<file path="config.mk">
export PLATFORM = sky130hd
export DESIGN_NAME = gpio_bank
export DESIGN_NICKNAME = d
export VERILOG_FILES = /design/src/rtl/gpio_bank_pkg.sv /design/src/rtl/gpio_sync.sv /design/src/rtl/gpio_edge_irq.sv /design/src/rtl/gpio_bank.sv
export SDC_FILE = /design/constraint.sdc
export NUM_CORES = 1
export LEC_CHECK = 0
export BUFFER_PORTS_ARGS = -buffer_cell sky130_fd_sc_hd__clkbuf_2
export CAP_MARGIN = 20
export CORE_ASPECT_RATIO = 1.1
export CORE_UTILIZATION = 45
export DETAILED_ROUTE_END_ITERATION = 12
export PLACE_DENSITY = 0.68
export SLEW_MARGIN = 15
export SYNTH_ARGS = -nofsm -noshare
export SYNTH_HDL_FRONTEND = slang
export SYNTH_SLANG_ARGS = --single-unit
</file>
<file path="constraint.sdc">
create_clock -name clk -period 2.3 [get_ports clk]
set_input_delay 0.575 -clock clk [delete_from_list [all_inputs] [get_ports clk]]
set_output_delay 0.575 -clock clk [all_outputs]
set_load 0.03 [all_outputs]
</file>
<file path="src/rtl/gpio_bank_pkg.sv">
package gpio_bank_pkg;
  localparam logic [7:0] OFF_BEN  = 8'h08;
  localparam logic [7:0] OFF_DIR  = 8'h10;
  localparam logic [7:0] OFF_DOUT = 8'h14;
  localparam logic [7:0] OFF_SET  = 8'h18;
  localparam logic [7:0] OFF_CLR  = 8'h1C;
  localparam logic [7:0] OFF_DIN  = 8'h20;
  localparam logic [7:0] OFF_RSET = 8'h24;
  localparam logic [7:0] OFF_RCLR = 8'h28;
  localparam logic [7:0] OFF_FSET = 8'h2C;
  localparam logic [7:0] OFF_FCLR = 8'h30;
  localparam logic [7:0] OFF_STAT = 8'h34;
endpackage

</file>
<file path="src/rtl/gpio_sync.sv">
module gpio_sync #(
  parameter int WIDTH  = 32,
  parameter int STAGES = 2
) (
  input  logic             clk,
  input  logic             rst,
  input  logic [WIDTH-1:0] d,
  output logic [WIDTH-1:0] q
);
  logic [WIDTH-1:0] stage [STAGES];

  always_ff @(posedge clk) begin
    if (rst) stage[0] <= '0;
    else     stage[0] <= d;
  end

  for (genvar s = 1; s < STAGES; s++) begin : g_stage
    always_ff @(posedge clk) begin
      if (rst) stage[s] <= '0;
      else     stage[s] <= stage[s-1];
    end
  end

  assign q = stage[STAGES-1];
endmodule

</file>
<file path="src/rtl/gpio_edge_irq.sv">
module gpio_edge_irq #(
  parameter int NPINS   = 32,
  parameter int GROUP_W = 16,
  localparam int NGROUPS = (NPINS + GROUP_W - 1) / GROUP_W
) (
  input  logic               clk,
  input  logic               rst,
  input  logic [NPINS-1:0]   lvl,
  input  logic [NPINS-1:0]   rise_mask,
  input  logic [NPINS-1:0]   fall_mask,
  input  logic [NPINS-1:0]   clr_vec,
  output logic [NPINS-1:0]   status,
  output logic [NGROUPS-1:0] grp_any
);
  logic [NPINS-1:0] prev_q;
  logic [NPINS-1:0] hit;

  assign hit = (lvl & ~prev_q & rise_mask) | (~lvl & prev_q & fall_mask);

  always_ff @(posedge clk) begin
    if (rst) begin
      prev_q <= '0;
      status <= '0;
    end else begin
      prev_q <= lvl;
      status <= (status & ~clr_vec) | hit;
    end
  end

  for (genvar g = 0; g < NGROUPS; g++) begin : g_grp
    localparam int LO = g * GROUP_W;
    localparam int HI = ((LO + GROUP_W) > NPINS) ? NPINS : (LO + GROUP_W);
    assign grp_any[g] = |status[HI-1:LO];
  end


  set_wins_chk: assert property (@(posedge clk) disable iff (rst)
    (hit != '0) |=> ((status & $past(hit)) == $past(hit)));


  w1c_chk: assert property (@(posedge clk) disable iff (rst)
    ((clr_vec & ~hit) != '0) |=> ((status & $past(clr_vec & ~hit)) == '0));


  only_on_edge_chk: assert property (@(posedge clk) disable iff (rst)
    1'b1 |=> ((status & ~$past(status) & ~$past(hit)) == '0));
endmodule

</file>
<file path="src/rtl/gpio_bank.sv">
module gpio_bank
  import gpio_bank_pkg::*;
#(
  parameter int NPINS       = 32,
  parameter int GROUP_W     = 16,
  parameter int ADDR_W      = 8,
  parameter int SYNC_STAGES = 2,
  localparam int NGROUPS    = (NPINS + GROUP_W - 1) / GROUP_W
) (
  input  logic               clk,
  input  logic               rst,
  input  logic [ADDR_W-1:0]  bus_addr,
  input  logic               bus_wr,
  input  logic [NPINS-1:0]   bus_wdata,
  output logic [NPINS-1:0]   bus_rdata,
  input  logic [NPINS-1:0]   pin_in,
  output logic [NPINS-1:0]   pin_out,
  output logic [NPINS-1:0]   pin_oe,
  output logic [NGROUPS-1:0] irq
);
  logic [NPINS-1:0]   dir_q, dout_q, rmask_q, fmask_q;
  logic [NGROUPS-1:0] ben_q;
  logic [NPINS-1:0]   lvl, status, stat_clr, rd_d;
  logic [NGROUPS-1:0] grp_any;

  function automatic logic hit_addr(input logic [ADDR_W-1:0] a, input logic [7:0] off);
    return a == ADDR_W'(off);
  endfunction

  gpio_sync #(.WIDTH(NPINS), .STAGES(SYNC_STAGES)) u_sync (
    .clk(clk), .rst(rst), .d(pin_in), .q(lvl)
  );

  assign stat_clr = (bus_wr && hit_addr(bus_addr, OFF_STAT)) ? bus_wdata : '0;

  gpio_edge_irq #(.NPINS(NPINS), .GROUP_W(GROUP_W)) u_edge (
    .clk(clk), .rst(rst), .lvl(lvl), .rise_mask(rmask_q), .fall_mask(fmask_q),
    .clr_vec(stat_clr), .status(status), .grp_any(grp_any)
  );

  always_ff @(posedge clk) begin
    if (rst) begin
      dir_q   <= '1;
      dout_q  <= '0;
      rmask_q <= '0;
      fmask_q <= '0;
      ben_q   <= '0;
    end else if (bus_wr) begin
      if (hit_addr(bus_addr, OFF_DIR))  dir_q   <= bus_wdata;
      if (hit_addr(bus_addr, OFF_SET))  dout_q  <= dout_q | bus_wdata;
      if (hit_addr(bus_addr, OFF_CLR))  dout_q  <= dout_q & ~bus_wdata;
      if (hit_addr(bus_addr, OFF_RSET)) rmask_q <= rmask_q | bus_wdata;
      if (hit_addr(bus_addr, OFF_RCLR)) rmask_q <= rmask_q & ~bus_wdata;
      if (hit_addr(bus_addr, OFF_FSET)) fmask_q <= fmask_q | bus_wdata;
      if (hit_addr(bus_addr, OFF_FCLR)) fmask_q <= fmask_q & ~bus_wdata;
      if (hit_addr(bus_addr, OFF_BEN))  ben_q   <= bus_wdata[NGROUPS-1:0];
    end
  end

  always_comb begin
    rd_d = '0;
    if (hit_addr(bus_addr, OFF_BEN))  rd_d = NPINS'(ben_q);
    if (hit_addr(bus_addr, OFF_DIR))  rd_d = dir_q;
    if (hit_addr(bus_addr, OFF_DOUT)) rd_d = dout_q;
    if (hit_addr(bus_addr, OFF_DIN))  rd_d = lvl;
    if (hit_addr(bus_addr, OFF_RSET) || hit_addr(bus_addr, OFF_RCLR)) rd_d = rmask_q;
    if (hit_addr(bus_addr, OFF_FSET) || hit_addr(bus_addr, OFF_FCLR)) rd_d = fmask_q;
    if (hit_addr(bus_addr, OFF_STAT)) rd_d = status;
  end

  always_ff @(posedge clk) begin
    if (rst) begin
      bus_rdata <= '0;
      irq       <= '0;
    end else begin
      bus_rdata <= rd_d;
      irq       <= grp_any & ben_q;
    end
  end

  assign pin_out = dout_q;
  assign pin_oe  = ~dir_q;


  dout_hold_chk: assert property (@(posedge clk) disable iff (rst)
    !bus_wr |=> $stable(pin_out));


  oe_hold_chk: assert property (@(posedge clk) disable iff (rst)
    !(bus_wr && hit_addr(bus_addr, OFF_DIR)) |=> $stable(pin_oe));


  irq_gate_chk: assert property (@(posedge clk) disable iff (rst)
    (irq != '0) |-> (($past(ben_q) & irq) == irq));
endmodule

</file>
**After elaboration in Yosys (flattened, before gate mapping)**

Memories as Yosys holds them, arrays and structs flattened.
Index checks and enable logic that the tools add are counted.
Widths: inputs -> output; s select.

- Eq/ne operators: 11
- Muxes and demuxes: 19
- Bitwise gates (word level): 21
- Reduce and logical (&&, ||, !) cells: 13

Operator list:

| kind | count |
|---|---|
| $mux 32 | 15 |
| $and 32x32->32 | 8 |
| $not 32->32 | 5 |
| $or 32x32->32 | 5 |
| $eq 8x6->1 const B | 6 |
| $eq 8x5->1 const B | 4 |
| $reduce_or 16->1 | 2 |
| $reduce_and 2->1 | 5 |
| $eq 8x4->1 const B | 1 |
| $reduce_bool 2->1 | 3 |
| $mux 1 | 3 |
| $and 2x2->2 | 1 |
| $logic_or 1x1->1 | 2 |
| $mux 2 | 1 |
| $or 1x1->1 | 2 |
| $logic_and 1x1->1 | 1 |

- Bits in registers: 228
- RAM bits: 64
- Input bits: 75
- Output and inout bits: 98
- Word-level logic and storage cells: 74
- Memories: 1

Memories:

| name | words | width | rd ports | clocked after Yosys merged registers in | wr ports | line | RTL |
|---|---|---|---|---|---|---|---|
| u_sync.stage | 2 | 32 | 2 | 0 | 2 | gpio_sync.sv:10 | `logic [WIDTH-1:0] stage [STAGES];` |

**Longest topological paths before layout**

- Depth after elaboration: 8
- Mapped depth: 9

**Hierarchy**

A second synthesis with hierarchy kept.

- Cells, all modules: 1231
- Area, all modules: 12032.8 sq um

Modules (own cells, without submodules):

| module | times used | cells an instance | area an instance (sq um) |
|---|---|---|---|
| gpio_bank | 1 | 855 | 7598.5 |
| gpio_edge_irq | 1 | 241 | 2516.2 |
| gpio_sync | 1 | 135 | 1918.1 |

**Least setup slack after synthesis**

OpenSTA, ideal clock, no wires.

- Path type: input port to flip-flop
- From: in bus_addr[4]
- To: reg (tool-made name)
- Data arrival time: 1.877 ns
- Data required time: 2.214 ns
- Path slack: 0.337 ns
- Stages: 7
- Buffers on the path: 2
- Cell sequence: buf_4 nor4b_4 nand2_2 nor3_4 buf_6 a21oi_1 a211oi_1

RTL lines:

| item | line | RTL |
|---|---|---|
| from (decl) | gpio_bank.sv:12 | `input logic [ADDR_W-1:0] bus_addr,` |

==> metrics.yaml <==
setup_path:
  cp_max_fo: 3
  crit_buf_inv: 1
  cp_slowest_stage_delay_ns: 0.44
  cp.arrival_ns: 1.24
  crit_type: "reg2out"
  slowest_stage: "dfxtp_1"
  start_kind: "register"
  cp.required_ns: 1.73
  path_cells: "clkbuf_2"
  critPathTopFamily: "flip-flops"
  end_kind: "output pin"
pwr:
  p_int_w: 0.00857
  p_sw_frac: 0.220
  clockPowerShare: 0.476
  power.switching_w: 0.00241
  p_seq_frac: 0.471
  vdd.ir_drop.worst_mv: 0.538
  p_per_area_nw_per_um2: 778
  leakagePower_nw: 5.63
  comb_power_share: 0.053
layout:
  final_area_um2: 14100
  syn2layout_area_growth_pct: 21.3
  nets: 1553
  final.fill_count: 2330
  layout-drive-gt1-share: 0.212
die:
  rows: 61
  coreArea_um2: 25300
  initial_core_util: 0.459
  dieHeight_um: 171
  die-area_um2: 26500
  die_width_um: 155
  io_pins: 173
routing:
  routed_via_density: 5.51
  drt_pass1_iterations: 5
  drc_errors: 0
  drt-total-wl_mm: 33.9
  vias: 10183
  drt_iter0_markers: 893
  wl_per_cell_um: 18.4
  ant_nets: 0
global_routing:
  grt_pass1_vias: 9355
  grt_max_degree: 54
  grt_pass1_wl_mm: 52.3
  grt_use_total: 0.251
  antenna_found_initial: 2
  grt_overflow_total: 0
synth:
  ys.flop_type: "dfxtp_1"
  synth_fp_nets: 1411
  async_flop_share: 0
  synth.area.top_cells: "dfxtp_1 (50%), a21oi_1 (5.7%), nand2_1 (5.4%)"
  synth.top_cell.area_share: 0.502
  synth_seq_area_share: 0.502
  synth_cells: 1336
  yosysTopAreaCell: "dfxtp_1"
  syn-cell-area_um2: 11600
  synth_edf_count: 0
  synth.distinct_cells: 48
  synth.avg_cell_area_um2: 8.71
  yosysWarningCount: 0
  synth-seq-cells: 292
timing:
  clock.fmax_mhz: 551
  slew_viol_final: 0
  fin_crit_sh: 0.789
  rsz0062_at_grt: "no"
  setup_tns_ns: 0
  setup_viol: 0
  period_needed_ns: 1.81
  skew_ns: 0.0123
  hold_violations: 0
  worst_pin_slew_ns: 0.563
  slew_headroom: 0.621
cts:
  cts.clk_slew.worst_paths_ns: 0.06
  clkLatencyLatePin_ns: 0.55
  tritoncts: "done"
  cts_inserted_buffers: 30
  clock_sinks: 292
  ctsRootBufferMaster: "clkbuf_16"
  clock_path_buffers: 3
  post_cts_resized: 0
  htreeDepth: 1
  post_cts_buffers: 0
  ctsHoldBuffers: 0
place:
  gp_congestion: 0.883
  port_buffers: 172
  dpl_cell_area_um2: 13000
  hpwl_mm: 22.6
status:
  status: "completed"
hold_path:
  hp-class: "in2reg"
job:
  maxCapViolations: 0
[metal layers]
metal / vias up / global-route usage / wire length (µm)
li1: 4947 / - / -
met1: 4792 / 0.340 / 14800
met2: 380 / 0.415 / 16100
met3: 62 / 0.0367 / 2290
met4: 2 / 0.0720 / 737
met5: - / 0 / 16
[cell type report]
class                      instances  area, µm²  share of cell area
sequential                       292       5850               0.414
multi-input combinational        885       5090               0.361
timing repair buffer             233       1530               0.108
clock buffer                      43        881              0.0624
tap                              346        433              0.0307
clock inverter                    12        200              0.0142
inverter                          36        135             0.00957
antenna                            1       2.50            0.000177
[cells in the final DEF (no fill, tap or decap), types with 16 or more instances in the layout]
cell type / count
nor2_1: 117
clkbuf_2: 171
buf_4: 45
inv_1: 36
dfxtp_1: 292
a21oi_1: 133
nand3b_1: 64
clkbuf_16: 31
a211oi_1: 73
nand2_1: 167
o21ai_0: 82
a311oi_1: 33
buf_12: 16
o22ai_1: 25
nor2b_1: 97
[cell usage after synthesis, types with 2 or more instances]
cell      instances
and3b_1           2
a211oi_1         73
nand2_1         167
mux2i_1           2
buf_6             6
nand3b_1         64
nand3_1           2
dfxtp_1         292
nor3_1            7
nor2_1          119
nor4b_2           3
o22a_1            7
o21ai_1          11
nor2_2            2
a211oi_2         15
a311oi_1         33
o21ai_0          82
inv_1            36
buf_2            36
nor3b_2           2
nor2b_1          98
nor4_1            8
buf_4            20
a21oi_1         133
a41oi_1           2
o22ai_1          25
a222oi_1          6
clkbuf_1         59
nand2b_1          3
nand4_1           2
or2_2             2
[metrics by stage]
| stage | cells | total power (W) | hold slack (ns) | util | setup slack [ns] |
|---|---|---|---|---|---|
| 2_1_floorplan | 1336 | 0.00564 | 0.414 | - | 0.337 |
| 3_3_place_gp | 1792 | 0.00585 | 0.416 | 0.514 | 0.115 |
| 3_5_place_dp | 1792 | 0.00586 | 0.420 | 0.514 | 0.0618 |
| 4_1_cts | 1847 | 0.0111 | 0.219 | 0.557 | 0.480 |
| 5_1_grt | 1848 | 0.0113 | 0.234 | 0.557 | 0.456 |
| 6_report | 1848 | 0.0110 | 0.233 | 0.557 | 0.485 |
[worst paths after layout]
path | start | end | slack (ns) | depth (start not counted)
max | register | pin_out[31] | 0.49 | 1
min | pin_in[12] | u_sync.stage[0][12]$_SDFF_PP0_ | 0.23 | 2
max reg2reg | dir_q[1]$_SDFFE_PP1P_ | bus_rdata[1]$_SDFF_PP0_ | 0.96 | 5
min reg2reg | u_sync.stage[0][9]$_SDFF_PP0_ | u_sync.stage[1][9]$_SDFF_PP0_ | 0.43 | 1
[logic make-up (layout without fill, tap and decap cells)]
kind of cell              after synthesis  in the layout  share of synthesized area
muxes                                   2              2                    0.00172
DFF                                   292            292                      0.502
and+or+nand+nor                       490            490                      0.215
other                                   0              1                          0
buffers and inverters                 159            324                     0.0656
xor gates and xnor gates                1              1                   0.000753
AOI/OAI and AO/OA                     392            392                      0.214
[power by group through the flow]
stage	Sequential, W	Combinational [W]	Clock (W)
finish	0.00517	0.000578	0.00523
global route	0.00518	0.000620	0.00553
CTS	0.00517	0.000573	0.00531
detailed placement	0.00528	0.000571	0
global placement	0.00528	0.000566	0
floorplan	0.00528	0.000355	0
Power figures use the tool's default switching activity.
